$ cat config.mk
export PLATFORM = sky130hd
export DESIGN_NAME = clkout_timer
export DESIGN_NICKNAME = d
export VERILOG_FILES = /design/src/rtl/clkout_pkg.sv /design/src/rtl/clkout_tick.sv /design/src/rtl/clkout_counter.sv /design/src/rtl/clkout_fsm.sv /design/src/rtl/clkout_timer.sv
export SDC_FILE = /design/constraint.sdc
export NUM_CORES = 1
export LEC_CHECK = 0
export CAP_MARGIN = 20
export CORE_ASPECT_RATIO = 1.5
export CORE_MARGIN = 3
export CORE_UTILIZATION = 60
export CTS_CLUSTER_DIAMETER = 50
export DETAILED_ROUTE_END_ITERATION = 16
export PLACE_DENSITY_LB_ADDON = 0.15
export SETUP_SLACK_MARGIN = 0.2
export SYNTH_ARGS = -nofsm -noshare
export SYNTH_HDL_FRONTEND = slang
export SYNTH_SLANG_ARGS = --single-unit
$ cat constraint.sdc
create_clock -name clk -period 6.3 [get_ports clk]
set_clock_uncertainty 0.05 [all_clocks]
set_input_delay 1.26 -clock clk [delete_from_list [all_inputs] [get_ports clk]]
set_output_delay 1.26 -clock clk [all_outputs]
set_load 0.02 [all_outputs]
$ cat src/rtl/clkout_pkg.sv
package clkout_pkg;
    typedef enum logic [1:0] {
        ST_PARK_LO = 2'd0,
        ST_PARK_HI = 2'd1,
        ST_RUN_LO  = 2'd2,
        ST_RUN_HI  = 2'd3
    } out_state_t;
endpackage

$ cat src/rtl/clkout_tick.sv
module clkout_tick (
    input  logic clk,
    input  logic rst_n,
    input  logic full_rate,
    output logic tick
);
    logic phase_q;

    always_ff @(posedge clk or negedge rst_n) begin
        if (!rst_n) phase_q <= 1'b0;
        else        phase_q <= ~phase_q;
    end

    assign tick = full_rate | phase_q;

    // the halved strobe never fires on two adjacent cycles
    p_half_gap_r2: assert property (@(posedge clk) disable iff (!rst_n)
        (!full_rate && tick) |=> !(tick && !full_rate));
endmodule

$ cat src/rtl/clkout_counter.sv
module clkout_counter #(
    parameter int WIDTH  = 16,
    parameter int ADDR_W = 3
) (
    input  logic              clk,
    input  logic              rst_n,
    input  logic              tick,
    input  logic              run,
    input  logic              wr_en,
    input  logic [ADDR_W-1:0] wr_addr,
    input  logic [7:0]        wr_data,
    output logic              ovf
);
    localparam int BYTES = WIDTH / 8;
    localparam logic [WIDTH-1:0] TOP = '1;

    logic [WIDTH-1:0] cnt_q, reload_q;
    logic [BYTES-1:0] cnt_we, rel_we;

    genvar g;
    generate
        for (g = 0; g < BYTES; g++) begin : g_dec
            assign cnt_we[g] = wr_en && (wr_addr == ADDR_W'(g));
            assign rel_we[g] = wr_en && (wr_addr == ADDR_W'(g + BYTES));

            always_ff @(posedge clk or negedge rst_n) begin
                if (!rst_n)         reload_q[g*8 +: 8] <= 8'h00;
                else if (rel_we[g]) reload_q[g*8 +: 8] <= wr_data;
            end
        end
    endgenerate

    assign ovf = tick && run && (cnt_we == '0) && (cnt_q == TOP);

    always_ff @(posedge clk or negedge rst_n) begin
        if (!rst_n) begin
            cnt_q <= '0;
        end else if (cnt_we != '0) begin
            for (int b = 0; b < BYTES; b++)
                if (cnt_we[b]) cnt_q[b*8 +: 8] <= wr_data;
        end else if (tick && run) begin
            cnt_q <= (cnt_q == TOP) ? reload_q : cnt_q + 1'b1;
        end
    end

    // an overflow loads the reload value held before that edge
    p_reload_r3: assert property (@(posedge clk) disable iff (!rst_n)
        ovf |=> (cnt_q == $past(reload_q)));
    // outside the mode and without writes the counter holds
    p_cnt_hold_r1: assert property (@(posedge clk) disable iff (!rst_n)
        (!run && cnt_we == '0) |=> $stable(cnt_q));
endmodule

$ cat src/rtl/clkout_fsm.sv
module clkout_fsm
    import clkout_pkg::*;
#(
    parameter int ADDR_W   = 3,
    parameter int FLAG_ADR = 4
) (
    input  logic              clk,
    input  logic              rst_n,
    input  logic              run,
    input  logic              ovf,
    input  logic              irq_ignore,
    input  logic              wr_en,
    input  logic [ADDR_W-1:0] wr_addr,
    input  logic [7:0]        wr_data,
    output logic              clk_out,
    output logic              ovf_flag,
    output logic              irq
);
    out_state_t state_q, state_d;
    logic flag_clr;

    always_comb begin
        state_d = state_q;
        unique case (state_q)
            ST_PARK_LO: if (run) state_d = ovf ? ST_RUN_HI : ST_RUN_LO;
            ST_PARK_HI: if (run) state_d = ovf ? ST_RUN_LO : ST_RUN_HI;
            ST_RUN_LO:  if (!run)     state_d = ST_PARK_LO;
                        else if (ovf) state_d = ST_RUN_HI;
            ST_RUN_HI:  if (!run)     state_d = ST_PARK_HI;
                        else if (ovf) state_d = ST_RUN_LO;
            default:    state_d = ST_PARK_LO;
        endcase
    end

    always_ff @(posedge clk or negedge rst_n) begin
        if (!rst_n) state_q <= ST_PARK_LO;
        else        state_q <= state_d;
    end

    always_comb begin
        clk_out = (state_q == ST_PARK_HI) || (state_q == ST_RUN_HI);
    end

    assign flag_clr = wr_en && (wr_addr == ADDR_W'(FLAG_ADR)) && !wr_data[0];

    always_ff @(posedge clk or negedge rst_n) begin
        if (!rst_n)        ovf_flag <= 1'b0;
        else if (ovf)      ovf_flag <= 1'b1;
        else if (flag_clr) ovf_flag <= 1'b0;
    end

    assign irq = ovf_flag && !irq_ignore;

    // output flips on overflow cycles only
    p_toggle_r4: assert property (@(posedge clk) disable iff (!rst_n)
        ovf |=> (clk_out != $past(clk_out)));
    p_steady_r4: assert property (@(posedge clk) disable iff (!rst_n)
        !ovf |=> $stable(clk_out));
    // output holds outside the mode
    p_park_r1: assert property (@(posedge clk) disable iff (!rst_n)
        !run |=> $stable(clk_out));
    // flag set after every overflow, set beats clear
    p_flag_r5: assert property (@(posedge clk) disable iff (!rst_n)
        ovf |=> ovf_flag);
    // no request while ignored
    always_comb begin
        if (rst_n && irq_ignore) p_mask_r6: assert (!irq);
    end
endmodule

$ cat src/rtl/clkout_timer.sv
module clkout_timer #(
    parameter int WIDTH = 16,
    localparam int BYTES = WIDTH / 8,
    localparam int ADDR_W = $clog2(2 * BYTES + 1)
) (
    input  logic              clk,
    input  logic              rst_n,
    input  logic              full_rate,
    input  logic              cap_sel,
    input  logic              out_en,
    input  logic              irq_ignore,
    input  logic              wr_en,
    input  logic [ADDR_W-1:0] wr_addr,
    input  logic [7:0]        wr_data,
    output logic              clk_out,
    output logic              ovf_flag,
    output logic              irq
);
    logic tick, run, ovf;

    assign run = !cap_sel && out_en;

    clkout_tick u_tick (
        .clk(clk), .rst_n(rst_n), .full_rate(full_rate), .tick(tick)
    );

    clkout_counter #(.WIDTH(WIDTH), .ADDR_W(ADDR_W)) u_cnt (
        .clk(clk), .rst_n(rst_n), .tick(tick), .run(run),
        .wr_en(wr_en), .wr_addr(wr_addr), .wr_data(wr_data), .ovf(ovf)
    );

    clkout_fsm #(.ADDR_W(ADDR_W), .FLAG_ADR(2 * BYTES)) u_fsm (
        .clk(clk), .rst_n(rst_n), .run(run), .ovf(ovf),
        .irq_ignore(irq_ignore), .wr_en(wr_en), .wr_addr(wr_addr),
        .wr_data(wr_data), .clk_out(clk_out), .ovf_flag(ovf_flag), .irq(irq)
    );
endmodule

==> reports/results.ini, run 1 <==
[status]
status = finished, final reports clean

[synthesis]
synth_edf_count = 0
syn-cell-area_um2 = 1948
synth_top_family_by_area = simple AND/OR/NAND/NOR gates
synth_area_leader_cell = dfrtp_1
synth_common_cells = 35 x dfrtp_1, 18 x nand2_1, 15 x mux2_2
synth-compound-area-share_pct = 16.89
synthSimpleGateAreaFrac_pct = 21.39
synth_top_area_share_pct = 44.96
async_flop_share_pct = 100.0
syn_inst = 205
ys_seq_elements = 35
synth_fa_ha_area_share_pct = 0.6423
yosysUniqueCellTypes = 48
synth.top_cells.by_area = dfrtp_1 45%, mux2_2 8.7%, nand2_1 3.5%
synth_xor_area_share_pct = 1.798
synth-main-ff-cell = dfrtp_1
synth_nets = 224
avgSynthCellArea_um2 = 9.503
yosysMostFrequentCell = dfrtp_1
ys.warnings.count = 0
muxShareOfSynthArea_pct = 10.73
yosysSeqAreaShare_pct = 44.96

[routing]
drt-wirelength-per-cell_um = 18.69
vias = 1778
first_pass_iters = 4
totalWireLength_mm = 4.935
routed_via_density = 6.735
drc_errors = 0
antenna_left = 0
drtIter0Drc = 96

[finish]
final_cells = 264
fin_area_um2 = 2260
n_fill_cell = 227
multi_input_area_um2 = 1002
regArea_um2 = 875.8
drive_above_1_share_pct = 13.33
diodes = 0
syn2layout_area_growth_pct = 15.99
layout.nets = 244

[job]
cap_viol_max_count = 0

[setup_path]
cpPeakStageDelay_ns = 0.62
rr_worst_depth = 6
cp_slowest_cell = clkdlybuf4s50_1
required_ns = 4.99
criticalPathCategory = in -> out
cp_top_family = buffers and inverters
cp-start-kind = input pin
cp_max_fo = 1
cp_data_arrival_time_ns = 2.38
r2r_end = u_cnt.cnt_q[0]
rr_startpoint = u_cnt.cnt_q[0]
path_cells = clkdlybuf4s50_1, nor2b_1, clkdlybuf4s50_1
crit_path_frequent_cell = clkdlybuf4s50_1
end_kind = output port
cp_num_buf_inv = 2
reg2reg_slack_ns = 3.89

[place]
placed_cells = 257
dp_slack_ns = 2.595
gp_congestion = 0.9145
dpl-instance-area_um2 = 2172
port_buffers = 20
dp_hpwl_mm = 3.382

[global_routing]
grt_pass1_wl_mm = 8.086
overflow = 0
grt_max_degree = 36
track_usage_pct = 27.88
first_global_vias = 1672
grt_antenna_before_repair = 0

[clock_tree]
cts_buffers = 5
clkTransAtPathRegs_ns = 0.06
post-cts-setup-buffers = 0
cts_resized = 0
clock_latency_ns = 0.29
ctsHoldBuffers = 0
cts_tree = yes
cts.sinks = 35
ctsRootBufferMaster = clkbuf_8
cts_buffer_depth = 2
h-tree-depth = 2

[sta]
setup_tns_ns = 0
hold_viol = 0
fin_ws_ns = 2.607
finalMaxSlewViolations = 0
fmax_mhz = 270.8
slew-limit-headroom_pct = 57.67
tightestPinTransition_ns = 0.6336
setup_viol = 0
min_period_over_period_pct = 58.62
rsz0062_at_grt = false
min_period_ns = 3.693

[floorplan]
initial_core_util_pct = 64.87
die_area_um2 = 3981
die_h_um = 75.79
coreArea_um2 = 3003
pin_count = 21
chipWidth_um = 52.53
rows = 24

[worst_hold_path]
worstHoldPathCells = 1
hold_end = u_tick.phase_q
min_path_type = reg -> reg
min-delay-start = u_tick.phase_q

[power]
power_density_nw_per_um2 = 291.1
power.total_mw = 0.6578
ir_worst_vdd_mv = 0.2010
p_leak_nw = 0.9103

layout make-up:
type,count,share of cell area (%)
clock inverters,1,0.2215
multi-input cells,154,44.35
well taps,39,2.159
repair buffers,23,9.856
flip-flops and latches,35,38.76
inverters,6,0.9967
clock buffers,6,3.654
worst register-to-register path, cell delays in order, from the launching register on:
cell      delay (ns)
dfrtp_1         0.42
ha_1            0.27
nand4_2         0.21
or4_1           0.82
nor2_1          0.18
a211oi_1        0.07
a221o_1         0.27
cell families after synthesis:
| kind of cell | Yosys count |
|---|---|
| compound gates | 52 |
| xor+xnor | 4 |
| fa+ha+maj | 1 |
| buf+inv | 16 |
| flops | 35 |
| mux | 19 |
| simple gates | 78 |
flip-flops by register name, indices dropped and copies added, names as in the netlist:
register and cells:
u_cnt.reload_q 16, u_tick.phase_q 1, u_fsm.state_q 1, u_cnt.cnt_q 16, u_fsm.ovf_flag 1
where the power goes:
| group | switching (mW) | internal, mW |
|---|---|---|
| Sequential | 0.0624 | 0.274 |
| Combinational | 0.0786 | 0.0771 |
| Clock | 0.0796 | 0.0857 |
| Total | 0.221 | 0.437 |
stage by stage:
stage                     util [%]  hold WS (ns)
final                        75.25        0.3997
after global routing         75.25        0.4475
after CTS                    75.25        0.4067
after detailed placement     72.33        0.3972
after global placement       72.33        0.3724
after floorplan                  -        0.3589
cell usage in the layout, fill, tap and decap left out, drive strengths merged, types with 2 or more instances in the layout:
cell	count
dfrtp	35
clkdlybuf4s50	20
nand2	18
mux2	15
o21ai	15
nor2	14
a21oi	12
nand3	11
nand4	8
nor3	7
inv	6
clkbuf	6
a22oi	5
a211oi	5
mux2i	4
o22ai	4
buf	3
or4	2
nor3b	2
nand2b	2
and2	2
or3	2
and4	2
xnor2	2
xor2	2
nor4	2
or2	2
routing by layer:
layer | vias to the layer above | global-route usage (%) | share of wire (%)
met2 | 93 | 49.31 | 53
met4 | 0 | 10.80 | 1.7
met1 | 874 | 33.25 | 39
li1 | 803 | - | -
met5 | - | 0 | 0
met3 | 8 | 4.892 | 7.0
worst max path at each step:
stage,to,slack (ns),startpoint,cells after the start
floorplan,irq,3.43,irq_ignore,1
CTS,irq,2.60,irq_ignore,3
global route,irq,2.59,irq_ignore,3
global placement,irq,2.62,irq_ignore,3
detailed placement,irq,2.60,irq_ignore,3
finish,irq,2.61,irq_ignore,3
No activity file was read; power rests on OpenSTA's default activity.
==> inputs of run 2 (changes only) <==
- CORE_UTILIZATION: 60 -> 56
- clock period: 6.3 -> 3.5 ns (I/O delays scaled with it)
==> reports/results.ini, run 2 (synthesis gave the netlist of run 1 again) <==
[setup_path]
criticalPathCategory = in -> reg
reg2reg_slack_ns = 1.08  ; -2.81 ns
cp-start-kind = input pin
required_ns = 3.62  ; -1.37 ns
r2r_end = u_cnt.cnt_q[0]
cp_data_arrival_time_ns = 2.84  ; +0.46 ns
rr_startpoint = u_cnt.cnt_q[0]
end_kind = flip-flop
crit_end = u_cnt.cnt_q[0]
path_cells = clkdlybuf4s50_1, or3b_1, nor2_1, nor2_1, a221o_1
cp_slowest_cell = or3b_1
rr_worst_depth = 6  ; unchanged
worstSetupStartpoint = wr_en
cpPeakStageDelay_ns = 0.55  ; -0.07 ns
crit_path_frequent_cell = nor2_1
cp_max_fo = 10  ; +9

[floorplan]
pin_count = 21  ; unchanged
rows = 25  ; +4.2%
chipWidth_um = 54.16  ; +3.1%
initial_core_util_pct = 59.88  ; -5.0 points
die_h_um = 78.24  ; +3.2%
die_area_um2 = 4237  ; +6.4%
coreArea_um2 = 3253  ; +8.3%

[finish]
layout_common_cells = 35 x dfrtp_1, 20 x clkdlybuf4s50_1, 18 x nand2_1
layout.nets = 244  ; unchanged
fin_area_um2 = 2306  ; +2.0%
diodes = 0  ; unchanged
syn2layout_area_growth_pct = 18.37
reg_top3 = u_cnt.cnt_q x16, u_cnt.reload_q x16
layout_commonest_cell = dfrtp_1
drive_above_1_share_pct = 13.27  ; -0.059 points

[global_routing]
overflow = 0  ; unchanged
first_global_vias = 1757  ; +5.1%
grt_use_met3_pct = 5.693  ; +0.80 points
use_met2_pct = 42.93  ; -6.4 points
track_usage_pct = 26.79  ; -1.1 points
grt-busiest-layer = met2
grt_max_degree = 36  ; unchanged
grt_antenna_before_repair = 0  ; unchanged
grtUsageMet1_pct = 34.83  ; +1.6 points
grt_pass1_wl_mm = 8.493  ; +5.0%

[sta]
rsz0062_at_grt = false
setup_tns_ns = 0  ; unchanged
finalMaxSlewViolations = 0  ; unchanged
fmax_mhz = 368.2
min_period_ns = 2.716
setup_viol = 0  ; unchanged
slew-limit-headroom_pct = 45.86  ; -12 points
hold_viol = 0  ; unchanged
fin_ws_ns = 0.7842  ; -1.822 ns
tightestPinTransition_ns = 0.8059  ; +0.1723 ns
min_period_over_period_pct = 77.60

[routing]
routed_via_density = 6.526  ; -3.1%
totalWireLength_mm = 4.927  ; -0.16%
drtIter0Drc = 144  ; +50%
vias = 1736  ; -2.4%
drc_errors = 0  ; unchanged
antenna_left = 0  ; unchanged
first_pass_iters = 4  ; unchanged
drt-wirelength-per-cell_um = 18.52  ; -0.91%

[clock_tree]
cts.sinks = 35  ; unchanged
clock_latency_ns = 0.29  ; about the same
h-tree-depth = 2  ; unchanged
post-cts-setup-buffers = 0  ; unchanged
cts_buffer_depth = 2  ; unchanged
cts_tree = yes
ctsRootBufferMaster = clkbuf_8
cts_resized = 0  ; unchanged
ctsHoldBuffers = 0  ; unchanged
cts_buffers = 5  ; unchanged
clkTransAtPathRegs_ns = 0.07  ; about the same

[power]
p_comb_share_pct = 21.2  ; -2.5 points
ir_worst_vdd_mv = 0.4135  ; +110%
p_switching_mw = 0.4016  ; +82%
p_clk_share_pct = 32.7  ; +7.6 points
p_leak_nw = 0.9286  ; +2.0%
power.total_mw = 1.319  ; +100%
power_density_nw_per_um2 = 571.9  ; +96%
swShare_pct = 30.45  ; -3.1 points
p_int_mw = 0.9172  ; +110%
sequentialPowerShare_pct = 46.1  ; -5.1 points

[place]
port_buffers = 20  ; unchanged
dpl-instance-area_um2 = 2173  ; about the same
dp_slack_ns = 0.5510  ; -2.044 ns
gp_congestion = 0.9913  ; +8.4%
dp_hpwl_mm = 3.504  ; +3.6%

[worst_hold_path]
worstHoldPathCells = 1  ; unchanged
min_path_type = reg -> reg

[status]
status = finished, final reports clean

[job]
cap_viol_max_count = 0  ; unchanged

## run 2: changes by cell type in the layout (fill, tap and decap cells not counted)
cell and change:
clkbuf_1 +1, clkinv_2 -1, clkbuf_8 -1, bufinv_16 +2
## run 2: worst max-delay path, delay by kind of cell
| kind | cells | cell delay (ns) |
|---|---|---|
| buffers and inverters | 1 | 0.53 |
| AND/OR/NAND/NOR | 3 | 1.25 |
| AO/OA/AOI/OAI | 1 | 0.35 |
## run 2: cell type report
class	instances	area [um2]
Multi-Input combinational cell	154	1002
Fill cell	264	947.2
Sequential cell	35	875.8
Tap cell	40	50.05
Timing Repair Buffer	23	222.7
Clock buffer	6	72.57
Clock inverter	2	60.06
Inverter	6	22.52
## run 2: how the worst min path moves through the flow
| stage | slack [ns] | from | endpoint |
|---|---|---|---|
| 3_3_place_gp | 0.39 | u_tick.phase_q | u_tick.phase_q |
| 4_1_cts | 0.41 | u_tick.phase_q | u_tick.phase_q |
| 3_5_place_dp | 0.40 | u_tick.phase_q | u_tick.phase_q |
| 5_1_grt | 0.42 | u_tick.phase_q | u_tick.phase_q |
| 6_report | 0.41 | u_tick.phase_q | u_tick.phase_q |
| 2_1_floorplan | 0.35 | rst_n | u_cnt.cnt_q[0] |
## run 2: stage by stage
stage | std cells | hold WS [ns] | util, %
floorplan | 205 | 0.3544 | -
global placement | 258 | 0.3935 | 66.81
detailed placement | 258 | 0.3998 | 66.81
CTS | 266 | 0.4095 | 70.88
global route | 266 | 0.4240 | 70.88
finish | 266 | 0.4129 | 70.88
## run 2: layer usage
| layer | up-vias | wire, um |
|---|---|---|
| li1 | 804 | - |
| met5 | - | 0 |
| met3 | 10 | 291 |
| met1 | 844 | 2048 |
| met2 | 78 | 2501 |
| met4 | 0 | 85 |
## run 2: power groups by stage
stage               registers, mW  clock network (mW)  logic, mW
floorplan                   0.564                   0      0.219
CTS                         0.602               0.436      0.279
finish                      0.608               0.431      0.280
global route                0.621               0.454      0.319
detailed placement          0.610                   0      0.277
global placement            0.603                   0      0.266
==> inputs of run 3 (changes only) <==
- CORE_UTILIZATION: 56 -> 50
- clock period: 3.5 -> 2.4 ns (I/O delays scaled with it)
==> reports/results.ini, run 3 (synthesis gave the netlist of run 1 again) <==
[clock_tree]
clock_latency_ns = 0.29  ; about the same
clkTransAtPathRegs_ns = 0.06  ; about the same
ctsRootBufferMaster = clkbuf_8
cts_buffer_depth = 2  ; unchanged
post-cts-setup-buffers = 0  ; unchanged
cts.sinks = 35  ; unchanged
cts_buffers = 5  ; unchanged
cts_tree = yes
h-tree-depth = 2  ; unchanged

[setup_path]
criticalPathCategory = reg -> reg
rr_worst_depth = 6  ; unchanged
end_kind = flip-flop
reg2reg_slack_ns = 0.36  ; -0.72 ns
cp_data_arrival_time_ns = 2.16  ; -0.68 ns
required_ns = 2.52  ; -1.10 ns
cp-start-kind = flip-flop
cp_max_fo = 6  ; -4

[job]
cap_viol_max_count = 0  ; unchanged

[place]
dpl-instance-area_um2 = 2252  ; +3.6%
dp_hpwl_mm = 3.574  ; +2.0%
gp_congestion = 0.8705  ; -12%
placed_cells = 271  ; +5.0%
port_buffers = 20  ; unchanged

[finish]
final_cells = 279  ; +4.9%
layout.nets = 254  ; +4.1%
syn2layout_area_growth_pct = 20.36
layout_commonest_cell = dfrtp_1
drive_above_1_share_pct = 17.80  ; +4.5 points
layout_common_cells = 35 x dfrtp_1, 19 x clkdlybuf4s50_1, 18 x nand2_1
finish.utilization_pct = 63.10  ; -7.8 points
fin_area_um2 = 2345  ; +1.7%
diodes = 0  ; unchanged
reg_top3 = u_cnt.cnt_q x16, u_cnt.reload_q x16

[global_routing]
overflow = 0  ; unchanged
grt_max_degree = 36  ; unchanged
grt_antenna_before_repair = 0  ; unchanged
first_global_vias = 1792  ; +2.0%
grt_pass1_wl_mm = 8.487  ; about the same
track_usage_pct = 23.74  ; -3.0 points

[floorplan]
initial_core_util_pct = 52.42  ; -7.5 points
die_h_um = 82.45  ; +5.4%
coreArea_um2 = 3716  ; +14%
rows = 27  ; +8.0%
pin_count = 21  ; unchanged
chipWidth_um = 56.97  ; +5.2%
die_area_um2 = 4697  ; +11%

[sta]
tightestPinTransition_ns = 0.4516  ; -0.3543 ns
rsz0062_at_grt = false
hold_viol = 0  ; unchanged
min_period_ns = 2.039
slew-limit-headroom_pct = 69.90  ; +24 points
min_period_over_period_pct = 84.95
finalMaxSlewViolations = 0  ; unchanged
setup_viol = 0  ; unchanged
fmax_mhz = 490.5
setup_tns_ns = 0  ; unchanged

[power]
ir_worst_vdd_mv = 0.4488  ; +8.5%
swShare_pct = 33.39  ; +2.9 points
power_density_nw_per_um2 = 728.1  ; +27%
p_switching_mw = 0.5700  ; +42%
p_comb_share_pct = 24.7  ; +3.5 points
power.total_mw = 1.707  ; +29%
p_clk_share_pct = 24.0  ; -8.7 points
sequentialPowerShare_pct = 51.3  ; +5.2 points
p_int_mw = 1.137  ; +24%
p_leak_nw = 0.9718  ; +4.6%

[routing]
antenna_left = 0  ; unchanged
drc_errors = 0  ; unchanged
first_pass_iters = 4  ; unchanged
vias = 1738  ; +0.12%
totalWireLength_mm = 4.882  ; -0.91%
drtIter0Drc = 77  ; -47%
drt-wirelength-per-cell_um = 17.50  ; -5.5%
routed_via_density = 6.229  ; -4.5%

[worst_hold_path]
min_path_type = reg -> reg
worstHoldPathCells = 1  ; unchanged

[status]
status = finished, final reports clean

run 3: cell count changes in the layout (fill, tap and decap cells not counted):
cell,delta
nor2_1,-1
or4_1,-1
dlymetal6s2s_1,+1
clkdlybuf4s50_1,-1
ha_1,-1
buf_4,+10
or4_4,+1
bufinv_16,-2
nor2_2,+1
ha_2,+1
clkinv_2,+1
clkbuf_1,+1
run 3: repair_timing:
item	4_1_cts	5_1_grt
gates resized for setup	1	3
hold buffers	0	0
endpoints found under the setup margin	1	8
pin swaps	0	1
run 3: worst max-delay path, stage by stage (launching register included):
cell	delay, ns
dfrtp_1	0.38
ha_2	0.24
nand4_2	0.21
or3_1	0.49
nor2_2	0.26
mux2i_1	0.21
a21oi_1	0.08
run 3: cell type report:
| cell class | count | area, um2 |
|---|---|---|
| fillers | 328 | 1371 |
| multi-input cells | 154 | 1011 |
| flip-flops and latches | 35 | 875.8 |
| repair buffers | 33 | 300.3 |
| clock buffers | 7 | 76.32 |
| well taps | 43 | 53.80 |
| inverters | 6 | 22.52 |
| clock inverters | 1 | 5.005 |
run 3: power by group through the flow:
stage / combinational [mW] / clock, mW / sequential (mW)
floorplan: 0.319 / 0 / 0.823
global placement: 0.406 / 0 / 0.875
detailed placement: 0.419 / 0 / 0.880
CTS: 0.422 / 0.428 / 0.870
global route: 0.480 / 0.442 / 0.895
finish: 0.422 / 0.410 / 0.876
run 3: final timing paths:
path	endpoint	from
max reg2reg	u_cnt.cnt_q[5]	u_cnt.cnt_q[1]
min in group asynchronous	u_cnt.reload_q[12]	rst_n
max	u_cnt.cnt_q[5]	u_cnt.cnt_q[1]
max in group asynchronous	u_cnt.reload_q[2]	rst_n
min reg2reg	u_tick.phase_q	u_tick.phase_q
min	u_tick.phase_q	u_tick.phase_q
run 3: per-stage QoR:
stage          hold slack [ns]  setup WS (ns)
5_1_grt                 0.4069         0.2702
3_5_place_dp            0.3880         0.1026
2_1_floorplan           0.1344         0.3976
6_report                0.3918         0.3613
4_1_cts                 0.3968         0.2260
3_3_place_gp            0.3751         0.1334
run 3: layer usage:
layer,GRT usage (%),wire (um),up-vias
met3,5.132,203,16
li1,-,-,820
met1,28.59,2016,858
met2,39.70,2496,44
met4,12.30,166,0
met5,0,0,-
